**src/rtl/irq_hold_pkg.sv**
```systemverilog
package irq_hold_pkg;

    localparam int unsigned HOLD_CNT_W_DFLT = 14;
    localparam int unsigned HOLD_IRQ_N_DFLT = 8;

    // Source that updates the counter in a given cycle
    typedef enum logic [1:0] {
        SRC_KEEP  = 2'd0,
        SRC_CMD   = 2'd1,
        SRC_WRITE = 2'd2,
        SRC_TICK  = 2'd3
    } load_src_e;

endpackage

```
**src/rtl/irq_hold_select.sv**
```systemverilog
module irq_hold_select
    import irq_hold_pkg::*;
(
    input  logic      cyc_en,
    input  logic      cmd_valid,
    input  logic      cnt_wr_en,
    input  logic      cnt_nonzero,
    output load_src_e src,
    output logic      cmd_fire
);

    always_comb begin
        cmd_fire = cyc_en & cmd_valid;
        if (!cyc_en) begin
            src = SRC_KEEP;
        end else if (cmd_valid) begin
            src = SRC_CMD;            // command outranks a write
        end else if (cnt_wr_en) begin
            src = SRC_WRITE;
        end else if (cnt_nonzero) begin
            src = SRC_TICK;
        end else begin
            src = SRC_KEEP;
        end
    end

endmodule

```
**src/rtl/irq_hold_counter.sv**
```systemverilog
module irq_hold_counter
    import irq_hold_pkg::*;
#(
    parameter int unsigned CNT_W = HOLD_CNT_W_DFLT
) (
    input  logic             clk,
    input  logic             rst_n,
    input  load_src_e        src,
    input  logic [CNT_W-1:0] cmd_count,
    input  logic [CNT_W-1:0] wr_data,
    output logic [CNT_W-1:0] cnt,
    output logic             active
);

    localparam logic [CNT_W-1:0] CNT_ONE  = CNT_W'(1);
    localparam logic [CNT_W-1:0] CNT_ZERO = '0;

    typedef struct packed {
        logic [CNT_W-1:0] cnt;
        logic             active;
    } state_t;

    state_t st_d, st_q;

    always_comb begin
        st_d = st_q;
        unique case (src)
            SRC_CMD: begin
                st_d.cnt    = cmd_count;
                st_d.active = (cmd_count != CNT_ZERO);
            end
            SRC_WRITE: begin
                st_d.cnt    = wr_data;
                st_d.active = (wr_data != CNT_ZERO);
            end
            SRC_TICK: begin
                st_d.cnt    = st_q.cnt - CNT_ONE;
                st_d.active = (st_q.cnt != CNT_ONE);
            end
            default: begin
                st_d = st_q;
            end
        endcase
    end

    always_ff @(posedge clk or negedge rst_n) begin
        if (!rst_n) begin
            st_q <= '0;
        end else begin
            st_q <= st_d;
        end
    end

    assign cnt    = st_q.cnt;
    assign active = st_q.active;

endmodule

```
**src/rtl/irq_hold_gate.sv**
```systemverilog
module irq_hold_gate #(
    parameter int unsigned NUM_IRQ = 8
) (
    input  logic [NUM_IRQ-1:0] irq_req,
    input  logic               irq_gie,
    input  logic               hold_active,
    input  logic               cmd_fire,
    output logic               irq_out
);

    logic [NUM_IRQ:0] any_chain;

    assign any_chain[0] = 1'b0;

    generate
        for (genvar i = 0; i < NUM_IRQ; i++) begin : g_or
            assign any_chain[i+1] = any_chain[i] | irq_req[i];
        end
    endgenerate

    // The command cycle is masked even before the counter is loaded
    assign irq_out = irq_gie & any_chain[NUM_IRQ] & ~(hold_active | cmd_fire);

endmodule

```
**src/rtl/irq_hold_timer.sv**
```systemverilog
module irq_hold_timer
    import irq_hold_pkg::*;
#(
    parameter int unsigned CNT_W   = HOLD_CNT_W_DFLT,
    parameter int unsigned NUM_IRQ = HOLD_IRQ_N_DFLT
) (
    input  logic               clk,
    input  logic               rst_n,
    input  logic               cyc_en,
    input  logic               cmd_valid,
    input  logic [CNT_W-1:0]   cmd_count,
    input  logic               cnt_wr_en,
    input  logic [CNT_W-1:0]   cnt_wr_data,
    input  logic [NUM_IRQ-1:0] irq_req,
    input  logic               irq_gie,
    output logic               irq_out,
    output logic               hold_active,
    output logic [CNT_W-1:0]   hold_count
);

    load_src_e        src;
    logic             cmd_fire;
    logic             cnt_nonzero;
    logic [CNT_W-1:0] cnt;
    logic             active;

    assign cnt_nonzero = (cnt != '0);

    irq_hold_select u_sel (
        .cyc_en     (cyc_en),
        .cmd_valid  (cmd_valid),
        .cnt_wr_en  (cnt_wr_en),
        .cnt_nonzero(cnt_nonzero),
        .src        (src),
        .cmd_fire   (cmd_fire)
    );

    irq_hold_counter #(.CNT_W(CNT_W)) u_cnt (
        .clk      (clk),
        .rst_n    (rst_n),
        .src      (src),
        .cmd_count(cmd_count),
        .wr_data  (cnt_wr_data),
        .cnt      (cnt),
        .active   (active)
    );

    irq_hold_gate #(.NUM_IRQ(NUM_IRQ)) u_gate (
        .irq_req    (irq_req),
        .irq_gie    (irq_gie),
        .hold_active(active),
        .cmd_fire   (cmd_fire),
        .irq_out    (irq_out)
    );

    assign hold_active = active;
    assign hold_count  = cnt;

endmodule

```
**config.mk**
```make
export PLATFORM = sky130hd
export DESIGN_NAME = irq_hold_timer
export DESIGN_NICKNAME = d
export VERILOG_FILES = /design/src/rtl/irq_hold_pkg.sv /design/src/rtl/irq_hold_select.sv /design/src/rtl/irq_hold_counter.sv /design/src/rtl/irq_hold_gate.sv /design/src/rtl/irq_hold_timer.sv
export SDC_FILE = /design/constraint.sdc
export NUM_CORES = 1
export LEC_CHECK = 0
export BUFFER_PORTS_ARGS = -buffer_cell sky130_fd_sc_hd__buf_2
export CORE_ASPECT_RATIO = 0.75
export CORE_MARGIN = 4
export CORE_UTILIZATION = 47
export DETAILED_ROUTE_END_ITERATION = 6
export GPL_TIMING_DRIVEN = 0
export PLACE_DENSITY = 0.79
export SYNTH_ARGS = -nofsm -noshare
export SYNTH_HDL_FRONTEND = slang
export SYNTH_SLANG_ARGS = --single-unit
export TNS_END_PERCENT = 10
```
**constraint.sdc**
```tcl
create_clock -name clk -period 3.14 [get_ports clk]
set_clock_uncertainty 0.1 [all_clocks]
set_input_delay 0.314 -clock clk [delete_from_list [all_inputs] [get_ports clk]]
set_output_delay 0.314 -clock clk [all_outputs]
set_load 0.1 [all_outputs]
```
# Word level (Yosys, flattened, before mapping)
# Cells that the tools add are included.
# word_totals
regBits,15
out_inout_bits,16
elab_cells,28
# classes
n_addsub,1
n_eq_ne,4
mux,5
n_bitwise,12
reduce_logical,4
# op_table
operator,n
15-bit case mux with 3 select lines,1
14-bit nonzero test,3
"14-bit by 1-bit inequality test with 1-bit output, second input constant",1
"14-bit by 1-bit subtractor with 14-bit output, second input constant",1
2-bit two-way mux,4
1-bit bitwise OR,8
"2-bit == test, second input constant",2
1-bit AND,3
3-bit nonzero test,1
"2-bit by 1-bit == test with 1-bit output, second input constant",1
1-bit NOT,1

# Longest topological paths before layout
# logic_depth
ltp_word,9
depth_mapped,9
depth_no_buf,7

# By module
# From an unflattened synthesis, not the netlist that was laid out.
# unflattened
hier_cells,126
hier_area_um2,1196.1
# by_module_without_submodules
mod,instances,cells_per_inst,area_per_inst_um2
irq_hold_counter,1,112,1109.8
irq_hold_select,1,5,31.3
irq_hold_timer,1,5,28.8
irq_hold_gate,1,4,26.3

# Least setup slack after synthesis
# OpenSTA, ideal clock, no wires.
# synth_timing
kind,reg2reg
start,reg u_cnt.st_q (netlist bit u_cnt.cnt[4])
end,reg u_cnt.st_q (netlist bit u_cnt.cnt[7])
setup_ps,126
t_arrival_ps,2940
required_ps,2914
slack_ps,-26
stages_incl_launch_ff,8
path_buffers,2
period_less_slack_ps,3166
cell_sequence,dfrtp_1 buf_2 or4_4 or4_4 buf_6 nand2_8 mux2_1 a221o_1
# synth_via
elab_chain_cells,7
elab_cells_between_ends,11
cone_classes,1 x add/sub; 3 x eq/ne; 5 x mux; 2 x reduce/logical
# synth_lines
element,line_no,text
start: declaration,irq_hold_counter.sv:23,"state_t st_d, st_q;"
start signal: assignment,irq_hold_counter.sv:50,st_q <= st_d;
14-bit nonzero test,irq_hold_timer.sv:27,assign cnt_nonzero = (cnt != '0);
2-bit two-way mux,irq_hold_select.sv:20,end else if (cnt_nonzero) begin
2-bit two-way mux,irq_hold_select.sv:18,end else if (cnt_wr_en) begin
2-bit two-way mux,irq_hold_select.sv:16,end else if (cmd_valid) begin
2-bit two-way mux,irq_hold_select.sv:14,if (!cyc_en) begin
2-bit == test / 2-bit by 1-bit == test with 1-bit output (equally long branches),irq_hold_counter.sv:27,unique case (src)
15-bit case mux with 3 select lines / 3-bit nonzero test (equally long branches),n/a,
# Several ways; a longest one is shown, not always the timed one.
# A chain may end at the register's enable or synchronous reset.

# Final worst setup path
# layout_timing
start,reg u_cnt.st_q (netlist bit u_cnt.cnt[0])
end,reg u_cnt.st_q (netlist bit u_cnt.cnt[2])
# Same word-level chain as after synthesis.

==> impl_metrics.csv <==
group,metric,value,unit
status,outcome,"complete, no violations",
global_route,grt.overflow.total,0,
global_route,grt_pass1_wl,7.576,mm
critical_path,criticalPathCategory,"reg2reg",
route,drtAntennaViolNets,0,
place,numPortBuffers,55,
final_layout,multi_input_area,874.6,sq um
logic_synthesis,syn_nets,215,
die,start_util,0.4981,
logic_synthesis,syn-instance-count,171,
die,pin_count,58,
global_route,track_usage,0.2595,
place,dp.final_hpwl,3.580,mm
route,vias_per_cell,6.266,
cts,cts_tree,"built",
logic_synthesis,netlist_top_cells_area,"dfrtp_1, nor4_1, nor2_1, a21oi_1, nor3_1",
sta,setup_viol,0,
critical_path,cp.required,3180,ps
pwr,p_leak,0.7294,nW
cts,numCtsBuffers,3,
sta,worst_pin_slew,698.3,ps
die,dieArea,3745,sq um
logic_synthesis,synth_edf_count,0,
final_layout,final_util,0.6400,
logic_synthesis,ys.flop_type,"dfrtp_1",
die,die_h,54.01,um
sta,fmax,336.7,MHz
sta,drv_slew,0,
global_route,grt_pass1_vias,1560,
cts,clkTransAtPathRegs,70,ps
cts,htreeDepth,1,
pwr,ir_worst_vdd,0.0002173,V
cts,cts-resized-gates,0,
critical_path,crit_fanout,10,
cts,clockRootBuffer,"clkbuf_8",
critical_path,start_kind,"flip-flop",
final_layout,antenna_cells,0,
cts,clk_latency,260,ps
place,place_area,1648,sq um
route,drc,0,
cts,cts_buffer_depth,2,
final_layout,layout-drive-gt1-share,0.3247,
pwr,total_power,0.8355,mW
sta,final_hold_viol_count,0,
logic_synthesis,synth_seq_cells,15,
sta,slew_headroom,0.5294,
logic_synthesis,yosysUniqueCellTypes,46,
sta,rsz0062_at_grt,"no",
final_layout,area_delta_synth_final,28.49,%
sta,hold_slack,223.2,ps
worst_hold_path,min_path_type,"in2reg",
logic_synthesis,yosysWarnings,0,
die,num_rows,16,
global_route,antenna_found_initial,0,
logic_synthesis,yosysSeqAreaShare,0.2830,
critical_path,worstSetupEndpointType,"flip-flop",
route,wl_per_cell,17.16,um
cts,cts.hold.buffers_added,1,
die,die_w,69.34,um
route,route.vias.total,1673,
final_layout,post-route-cell-area,1704,sq um
logic_synthesis,avgSynthCellArea,7.756,sq um
critical_path,arrival,3010,ps
sta,period_needed,2970,ps
route,routed_wl,4.582,mm
logic_synthesis,yosysTopAreaCell,"dfrtp_1",
route,drtIter0Drc,130,
cts,clock_sinks,15,
logic_synthesis,synthArstFlopShare,1.000,
pwr,power.density,490.3,nW/um^2
sta,period_share,0.9459,
sta,fin_tns_setup,0,ps
final_layout,fillers,250,
final_layout,fin_nets,276,
final_layout,regArea,376.6,sq um
run,maxCapViolations,0,
cts,post_cts_buffers,0,
die,coreArea,2663,sq um
logic_synthesis,synth_top_area_frac,0.2830,
route,dr.pass1.iters,5,
global_route,grt_max_degree,16,
place,gp_congestion,0.9717,
logic_synthesis,syn_area,1326,sq um
==> per-layer routing <==
layer	GRT usage	vias up	wire, um
li1	-	783	-
met1	0.3513	765	2000
met2	0.4114	118	1972
met3	0.08209	7	559
met4	0.05195	0	49
met5	0	-	0
==> critical path: stages, from the launching register on <==
cell,delay [ps]
dfrtp_1,450
inv_1,90
ha_1,210
or3b_1,350
clkbuf_1,250
o41ai_2,730
nor3b_1,140
a221o_1,300
a22o_1,240
==> sequential cells by signal (all words and copies together), names as in the netlist <==
signal	flops
u_cnt.cnt	14
u_cnt.active	1
==> metrics by stage <==
step,setup slack [ps],std cells
floorplan,28.78,171
global placement,231.8,262
detailed placement,214.5,262
CTS,205.8,267
global route,9.490,267
finish,169.9,267
==> cells in the final DEF (no fill, tap or decap), types with 3 or more instances in the layout <==
| cell | instances |
|---|---|
| a21oi_1 | 15 |
| o21ai_0 | 10 |
| nand2_1 | 12 |
| nor4_1 | 15 |
| inv_1 | 4 |
| clkbuf_8 | 3 |
| o2bb2ai_1 | 3 |
| a221oi_1 | 5 |
| nor2_1 | 22 |
| nor3_1 | 10 |
| buf_2 | 59 |
| dfrtp_1 | 14 |
| o21ai_1 | 3 |
| a31oi_1 | 4 |
| or4_1 | 3 |
| clkbuf_1 | 8 |
==> power by group <==
group / leakage (nW) / internal, mW / switching (mW)
Sequential: 0.174 / 0.220 / 0.0389
Clock: 0.0255 / 0.0882 / 0.0771
Combinational: 0.530 / 0.0938 / 0.318
==> area by class of cell <==
| type | instances | area share |
|---|---|---|
| buffer | 13 | 0.03598 |
| timing repair buffer | 56 | 0.1674 |
| sequential | 15 | 0.2210 |
| multi-input combinational | 139 | 0.5132 |
| clock buffer | 3 | 0.02423 |
| clock inverter | 1 | 0.002937 |
| tap | 36 | 0.02643 |
| inverter | 4 | 0.008811 |
==> logic make-up (layout without fill, tap and decap cells) <==
logic type      count (synthesis)  after routing  share of synthesized area
compound gates                 53             53                     0.2689
mux                             4              4                    0.03207
fa+ha+maj                       2              2                    0.01886
simple gates                   80             80                     0.3396
flops                          15             15                     0.2830
buf+inv                        17             77                    0.05754
==> worst paths after layout <==
check                                    start           end  slack [ps]  cells after the start
worst min register to register    u_cnt.cnt[6]  u_cnt.cnt[6]         460                      1
worst max-delay path              u_cnt.cnt[0]  u_cnt.cnt[2]         170                      8
min in group asynchronous                rst_n  u_cnt.cnt[1]         400                      2
max in group asynchronous                rst_n  u_cnt.cnt[4]        2240                      2
worst max register to register    u_cnt.cnt[0]  u_cnt.cnt[2]         170                      8
worst min-delay path            cnt_wr_data[1]  u_cnt.cnt[1]         220                      3
==> Yosys cell counts, types with 2 or more instances <==
library cell / number
a21oi_1: 15
a21oi_2: 2
a221o_1: 2
a221oi_1: 5
a31oi_1: 4
buf_2: 4
clkbuf_1: 8
dfrtp_1: 15
ha_1: 2
inv_1: 4
mux2i_1: 2
nand2_1: 12
nand4_1: 2
nor2_1: 22
nor3_1: 10
nor3b_1: 2
nor4_1: 15
o21ai_0: 10
o21ai_1: 3
o2bb2ai_1: 3
or4_1: 3
or4_4: 2
Power figures use the tool's default switching activity.
